## config.mk

```make
export PLATFORM = sky130hd
export DESIGN_NAME = io_slot_port
export DESIGN_NICKNAME = d
export VERILOG_FILES = /design/src/rtl/io_slot_pkg.sv /design/src/rtl/io_chan_pack.sv /design/src/rtl/io_ctrl_pick.sv /design/src/rtl/io_slot_port.sv
export SDC_FILE = /design/constraint.sdc
export NUM_CORES = 2
export LEC_CHECK = 0
export BUFFER_PORTS_ARGS = -buffer_cell sky130_fd_sc_hd__buf_2
export CAP_MARGIN = 40
export CORE_UTILIZATION = 25
export DETAILED_ROUTE_END_ITERATION = 6
export HOLD_SLACK_MARGIN = 0.05
export SYNTH_ARGS = -nofsm -noshare
export SYNTH_HDL_FRONTEND = slang
export SYNTH_SLANG_ARGS = --single-unit
```

## constraint.sdc

```tcl
create_clock -name clk_i -period 8.5 [get_ports clk_i]
set_input_delay 0.425 -clock clk_i [delete_from_list [all_inputs] [get_ports clk_i]]
set_output_delay 0.425 -clock clk_i [all_outputs]
set_load 0.02 [all_outputs]
```

## src/rtl/io_slot_pkg.sv

```systemverilog
package io_slot_pkg;
  localparam int unsigned PARCEL_W = 16;
  localparam int unsigned CHK_W    = PARCEL_W / 4;
  localparam int unsigned CTRL_W   = 3;
  localparam int unsigned SYNC_BIT = 0;

  typedef struct packed {
    logic [CTRL_W-1:0]   ctrl;
    logic [PARCEL_W-1:0] data;
    logic [CHK_W-1:0]    chk;
  } parcel_t;

  function automatic logic [CHK_W-1:0] nib_par(input logic [PARCEL_W-1:0] d);
    logic [CHK_W-1:0] p;
    for (int j = 0; j < CHK_W; j++) p[j] = ^d[4*j +: 4];
    return p;
  endfunction
endpackage

```

## src/rtl/io_chan_pack.sv

```systemverilog
module io_chan_pack
  import io_slot_pkg::*;
#(
  parameter int unsigned PARCELS = 4,
  localparam int unsigned WORD_W = PARCELS * PARCEL_W,
  localparam int unsigned ACC_W  = (PARCELS - 1) * PARCEL_W,
  localparam int unsigned CNT_W  = $clog2(PARCELS)
) (
  input  logic              clk_i,
  input  logic              rst_ni,
  input  logic              valid_i,
  input  parcel_t           parcel_i,
  input  logic              grant_i,
  output logic              pend_o,
  output logic [WORD_W-1:0] word_o,
  output logic              err_o
);
  logic [CNT_W-1:0]  cnt_q;
  logic [ACC_W-1:0]  acc_q;
  logic [WORD_W-1:0] buf_q;
  logic              buf_v_q, err_q;
  logic              sync, last, bad;
  logic              unused_ctrl;

  assign unused_ctrl = ^parcel_i.ctrl;
  assign sync = parcel_i.ctrl[SYNC_BIT];
  assign last = valid_i && !sync && (cnt_q == CNT_W'(PARCELS - 1));
  assign bad  = valid_i && (nib_par(parcel_i.data) != parcel_i.chk);

  always_ff @(posedge clk_i or negedge rst_ni) begin
    if (!rst_ni) begin
      cnt_q   <= '0;
      acc_q   <= '0;
      buf_q   <= '0;
      buf_v_q <= 1'b0;
      err_q   <= 1'b0;
    end else begin
      if (valid_i) begin
        if (sync) begin
          acc_q <= ACC_W'(parcel_i.data);
          cnt_q <= CNT_W'(1);
        end else if (last) begin
          cnt_q <= '0;
        end else begin
          acc_q <= ACC_W'({acc_q, parcel_i.data});
          cnt_q <= cnt_q + 1'b1;
        end
      end
      // a completed word only lands if the holding register is free this edge
      if (last && (!buf_v_q || grant_i)) begin
        buf_q   <= {acc_q, parcel_i.data};
        buf_v_q <= 1'b1;
      end else if (grant_i) begin
        buf_v_q <= 1'b0;
      end
      if (bad) err_q <= 1'b1;
    end
  end

  assign pend_o = buf_v_q;
  assign word_o = buf_q;
  assign err_o  = err_q;
endmodule

```

## src/rtl/io_ctrl_pick.sv

```systemverilog
module io_ctrl_pick #(
  parameter int unsigned N_CHAN = 6,
  localparam int unsigned IDX_W = $clog2(N_CHAN)
) (
  input  logic              clk_i,
  input  logic              rst_ni,
  input  logic              slot_en_i,
  input  logic [N_CHAN-1:0] pend_i,
  output logic [N_CHAN-1:0] gnt_o
);
  logic [IDX_W-1:0] last_q, idx;
  logic             found;

  always_comb begin
    gnt_o = '0;
    idx   = last_q;
    found = 1'b0;
    for (int i = 1; i <= N_CHAN; i++) begin
      int c;
      c = (int'(last_q) + i) % N_CHAN;
      if (slot_en_i && pend_i[c] && !found) begin
        gnt_o[c] = 1'b1;
        idx      = IDX_W'(c);
        found    = 1'b1;
      end
    end
  end

  always_ff @(posedge clk_i or negedge rst_ni) begin
    if (!rst_ni) last_q <= IDX_W'(N_CHAN - 1);
    else if (found) last_q <= idx;
  end
endmodule

```

## src/rtl/io_slot_port.sv

```systemverilog
module io_slot_port
  import io_slot_pkg::*;
#(
  parameter int unsigned N_CTRL  = 4,
  parameter int unsigned N_CHAN  = 6,
  parameter int unsigned PARCELS = 4,
  localparam int unsigned NCH    = N_CTRL * N_CHAN,
  localparam int unsigned WORD_W = PARCELS * PARCEL_W,
  localparam int unsigned WCHK_W = WORD_W / 4,
  localparam int unsigned CH_W   = $clog2(NCH),
  localparam int unsigned SLOT_W = (N_CTRL > 1) ? $clog2(N_CTRL) : 1
) (
  input  logic                     clk_i,
  input  logic                     rst_ni,
  input  logic [NCH-1:0]           par_valid_i,
  input  logic [NCH*PARCEL_W-1:0]  par_data_i,
  input  logic [NCH*CTRL_W-1:0]    par_ctrl_i,
  input  logic [NCH*CHK_W-1:0]     par_chk_i,
  output logic                     mem_we_o,
  output logic [CH_W-1:0]          mem_chan_o,
  output logic [WORD_W-1:0]        mem_data_o,
  output logic [WCHK_W-1:0]        mem_chk_o,
  output logic [NCH-1:0]           err_o
);
  logic [SLOT_W-1:0] slot_q;
  logic [NCH-1:0]    pend, gnt_all;
  logic [WORD_W-1:0] word_arr [NCH];
  logic [WORD_W-1:0] sel_word;
  logic [CH_W-1:0]   sel_chan;
  logic [WCHK_W-1:0] sel_chk;

  always_ff @(posedge clk_i or negedge rst_ni) begin
    if (!rst_ni) slot_q <= '0;
    else slot_q <= (slot_q == SLOT_W'(N_CTRL - 1)) ? '0 : slot_q + 1'b1;
  end

  for (genvar g = 0; g < NCH; g++) begin : g_chan
    parcel_t pc;
    assign pc.ctrl = par_ctrl_i[g*CTRL_W +: CTRL_W];
    assign pc.data = par_data_i[g*PARCEL_W +: PARCEL_W];
    assign pc.chk  = par_chk_i[g*CHK_W +: CHK_W];
    io_chan_pack #(.PARCELS(PARCELS)) u_pack (
      .clk_i    (clk_i),
      .rst_ni   (rst_ni),
      .valid_i  (par_valid_i[g]),
      .parcel_i (pc),
      .grant_i  (gnt_all[g]),
      .pend_o   (pend[g]),
      .word_o   (word_arr[g]),
      .err_o    (err_o[g])
    );
  end

  for (genvar c = 0; c < N_CTRL; c++) begin : g_ctrl
    io_ctrl_pick #(.N_CHAN(N_CHAN)) u_pick (
      .clk_i     (clk_i),
      .rst_ni    (rst_ni),
      .slot_en_i (slot_q == SLOT_W'(c)),
      .pend_i    (pend[c*N_CHAN +: N_CHAN]),
      .gnt_o     (gnt_all[c*N_CHAN +: N_CHAN])
    );
  end

  always_comb begin
    sel_word = '0;
    sel_chan = '0;
    for (int i = 0; i < NCH; i++) begin
      if (gnt_all[i]) begin
        sel_word = sel_word | word_arr[i];
        sel_chan = CH_W'(i);
      end
    end
    for (int j = 0; j < WCHK_W; j++) sel_chk[j] = ^sel_word[4*j +: 4];
  end

  always_ff @(posedge clk_i or negedge rst_ni) begin
    if (!rst_ni) begin
      mem_we_o   <= 1'b0;
      mem_chan_o <= '0;
      mem_data_o <= '0;
      mem_chk_o  <= '0;
    end else begin
      mem_we_o <= |gnt_all;
      if (|gnt_all) begin
        mem_chan_o <= sel_chan;
        mem_data_o <= sel_word;
        mem_chk_o  <= sel_chk;
      end
    end
  end
endmodule

```

==> results_dict.tcl <==
set metrics [dict create \
    postRouteAntennaNets 0 \
    critPathArrivalTime_ps 8820 \
    grt_start_max_net_pins 180 \
    p_leak_nw 69.5 \
    slew_headroom_pct 7.05 \
    antenna_found_initial 106 \
    synth_top_area_share_pct 56.7 \
    cts-resized-gates 0 \
    syn_nets 10200 \
    cts_tree "built" \
    worstSetupPathType "reg2reg" \
    grt_pass1_vias 91500 \
    critical_path.startpoint_type "flip-flop" \
    timing.hold.ws_ps 121 \
    setup_violations 0 \
    timing.final.max_slew_violations 0 \
    post_dp_cell_area_sq_um 141000 \
    synth_area_leader_cell "dfrtp_1" \
    die_h_microns 715 \
    drive_above_1_share_pct 33.9 \
    path_clk_slew_ps 70 \
    nNetsFinal 11500 \
    synth_mux_area_share_pct 17.6 \
    vias_per_cell 5.36 \
    hold_viol_final 0 \
    core_sq_um 506000 \
    syn2layout_area_growth_pct 23.7 \
    status "complete, but fails checks" \
    async_flop_share_pct 100 \
    die_area_sq_um 511000 \
    total_power_mw 63.6 \
    cts_buffers 323 \
    cts_root_buffer "clkbuf_16" \
    yosys_most_used_dff "dfrtp_1" \
    vdd_ir_drop_max_v 0.000302 \
    routed_wl_microns 646000 \
    syn_area_per_cell_sq_um 13.3 \
    ys_seq_elements 2884 \
    clock_latency_ps 1010 \
    synth_edf_count 0 \
    p_per_area_nw_per_um2 405 \
    critPathCaptureType "flip-flop" \
    clock.fmax_mhz 126 \
    routabilityCongestion 1.08 \
    ys_top_cells_by_area "dfrtp_1 (57%), mux2_2 (17%), a22o_1 (6.0%)" \
    hpwlAfterDp_microns 498000 \
    clock_sinks 2884 \
    die_w_microns 715 \
    synthCells 9541 \
    initial_utilization_pct 25.1 \
    grt_pass1_wl_microns 851000 \
    clockBufferDepth 4 \
    tightest_slew_ps 1390 \
    synth_xor_area_share_pct 3.20 \
    design_area_sq_um 157000 \
    rsz0062_at_grt "no" \
    pre_cts_slack_ps 783 \
    port_buffers 639 \
    fin_setup_tns_ps 0 \
    vias 95900 \
    final.min_clock_period_ps 7960 \
    fin_ws_ps 541 \
    synth_compound_area_share_pct 13.4 \
    wl_per_cell_microns 36.1 \
    first_pass_iters 7 \
    synth_fa_ha_area_share_pct 1.06 \
    cts_max_level 5 \
    drtIter0Drc 12400 \
    violations "design-rule violations" \
    grt-ovfl-total 0 \
    io_pins 688 \
    crit_required_ps 9370 \
    rows 261 \
    post-route-drc-count 12 \
    ys_warn_count 0 \
    post_cts_buffers 0 \
    synth_top_family_by_area "multiplexers" \
    yosys.area_share.simple_pct 5.07 \
    skew_ps 87.5 \
    synthesis.area_sq_um 127000 \
    fin_crit_sh_pct 93.6 \
    grt.total_usage_pct 24.5 \
    min_path_type "in2reg" \
    cp_max_fo 32 \
    ys_seq_area_share_pct 56.9 \
    maxCapViolCount 0 \
    yosysUniqueCellTypes 120 \
]
where the power goes:
group / switching [mW] / internal, mW / total (mW)
Combinational: 16.2 / 9.29 / 25.5
Clock: 6.26 / 8.45 / 14.7
Sequential: 5.69 / 17.7 / 23.4
Total: 28.1 / 35.5 / 63.6
timing repair:
item                                    4_1_cts  5_1_grt
hold buffers                                493        0
endpoints found under the setup margin        0        0
endpoints found under the hold margin      1112        0
registers in the layout, indices dropped and copies added, names as in the netlist:
| name | count |
|---|---|
| g_chan.u_pack.err_o | 24 |
| g_chan.u_pack.pend_o | 24 |
| g_chan.u_pack.acc_q | 1152 |
| mem_we_o | 1 |
| slot_q | 2 |
| mem_chan_o | 5 |
| mem_data_o | 64 |
| g_ctrl.u_pick.last_q | 12 |
| g_chan.u_pack.cnt_q | 48 |
| mem_chk_o | 16 |
| g_chan.u_pack.word_o | 1536 |
path summary, 6_finish.rpt:
check / to / from / cells after the start / slack [ps]
min in group asynchronous: g_chan[14].u_pack.err_o$_DFFE_PN0P_ / rst_ni / 3 / 570
hold / removal: g_chan[6].u_pack.word_o[2]$_DFFE_PN0P_ / par_data_i[98] / 2 / 120
max in group asynchronous: g_chan[17].u_pack.acc_q[23]$_DFFE_PN0P_ / rst_ni / 5 / 5540
setup / recovery: mem_chk_o[10]$_DFFE_PN0P_ / g_ctrl[3].u_pick.last_q[2]$_DFFE_PN1P_ / 21 / 540
setup reg to reg: mem_chk_o[10]$_DFFE_PN0P_ / g_ctrl[3].u_pick.last_q[2]$_DFFE_PN1P_ / 21 / 540
hold reg to reg: g_chan[7].u_pack.word_o[53]$_DFFE_PN0P_ / g_chan[7].u_pack.acc_q[37]$_DFFE_PN0P_ / 1 / 450
per-stage QoR:
step | util (%) | instances
floorplan | - | 9541
global placement | 27.7 | 16700
detailed placement | 27.8 | 16700
CTS | 31.0 | 17800
global route | 31.0 | 17800
finish | 31.0 | 17900
synth_stat cells, types with 12 or more instances:
cell type / n
xor2_1: 113
a221oi_1: 108
mux2i_1: 38
and3_1: 34
o21ai_0: 157
nand2_1: 425
ha_1: 108
dfrtp_1: 2876
or3_1: 31
a222oi_1: 172
nor4_1: 16
a2111oi_0: 12
a21o_1: 76
nand3_1: 109
a21oi_1: 108
buf_2: 194
nor3_1: 60
xnor2_1: 324
and2_1: 48
a221o_1: 19
nor2b_1: 47
buf_4: 70
o21a_1: 16
o211ai_1: 20
nand4_1: 133
nor2_1: 201
a211oi_1: 13
buf_6: 12
a22o_1: 876
mux2_2: 1943
a31oi_1: 27
clkbuf_1: 337
or2_2: 19
and4_1: 18
a22oi_1: 302
nand2b_1: 24
inv_1: 136
buf_1: 22
cell type report:
type	instances	area, sq um
sequential	2884	72200
multi-input combinational	5879	51900
inverter	141	529
timing repair buffer	1614	12700
tap	6706	8390
clock inverter	122	1530
clock buffer	461	9460
fill	50700	349000
antenna	95	238
critical path, cell delays in order, from the launching register on:
cell       delay, ps
dfstp_2          830
inv_1            250
ha_1             290
nand2_1          190
nand2_1          110
ha_1             370
o211a_1          260
a311oi_1         400
o21ai_0          240
o21ai_0          370
nor2_1           100
a21oi_1          330
o41ai_2          140
buf_4            190
o22a_4           420
buf_4            290
a221oi_1         680
nand4_1          690
a2111oi_1        540
nand4_1          460
xnor3_1          550
nand2_1           60
kinds of logic (layout without fill, tap and decap cells):
family	Yosys count	after routing
multiplexers	1986	1986
other	0	95
adder cells (fa/ha/maj)	108	108
AO/OA/AOI/OAI	2080	2080
flip-flops	2884	2884
buffers and inverters	778	2338
AND/OR/NAND/NOR	1257	1257
XOR/XNOR	448	448
cell usage in the layout, fill, tap and decap left out, drive strengths merged, types with 18 or more instances in the layout:
cell type	count
a21o	76
a21oi	117
a221o	19
a221oi	108
a222oi	172
a22o	876
a22oi	302
a31oi	28
and2	48
and3	34
and4	18
buf	1121
bufinv	21
clkbuf	461
clkinv	67
dfrtp	2876
diode	95
dlygate4sd3	493
ha	108
inv	160
mux2	1945
mux2i	38
nand2	425
nand2b	24
nand3	112
nand4	134
nor2	207
nor2b	47
nor3	67
nor4	21
o211ai	20
o21ai	169
or2	24
or3	31
xnor2	326
xor2	118
layer usage:
metal,routed length [microns],GRT usage (%),part of all wire (%),vias up
met4,53500,16.8,8.3,16
met5,99,0,0.015,-
met1,262000,32.4,41,51100
met3,60600,6.03,9.4,1129
met2,270000,35.3,42,5151
li1,-,-,-,38500
Power figures use the tool's default switching activity.
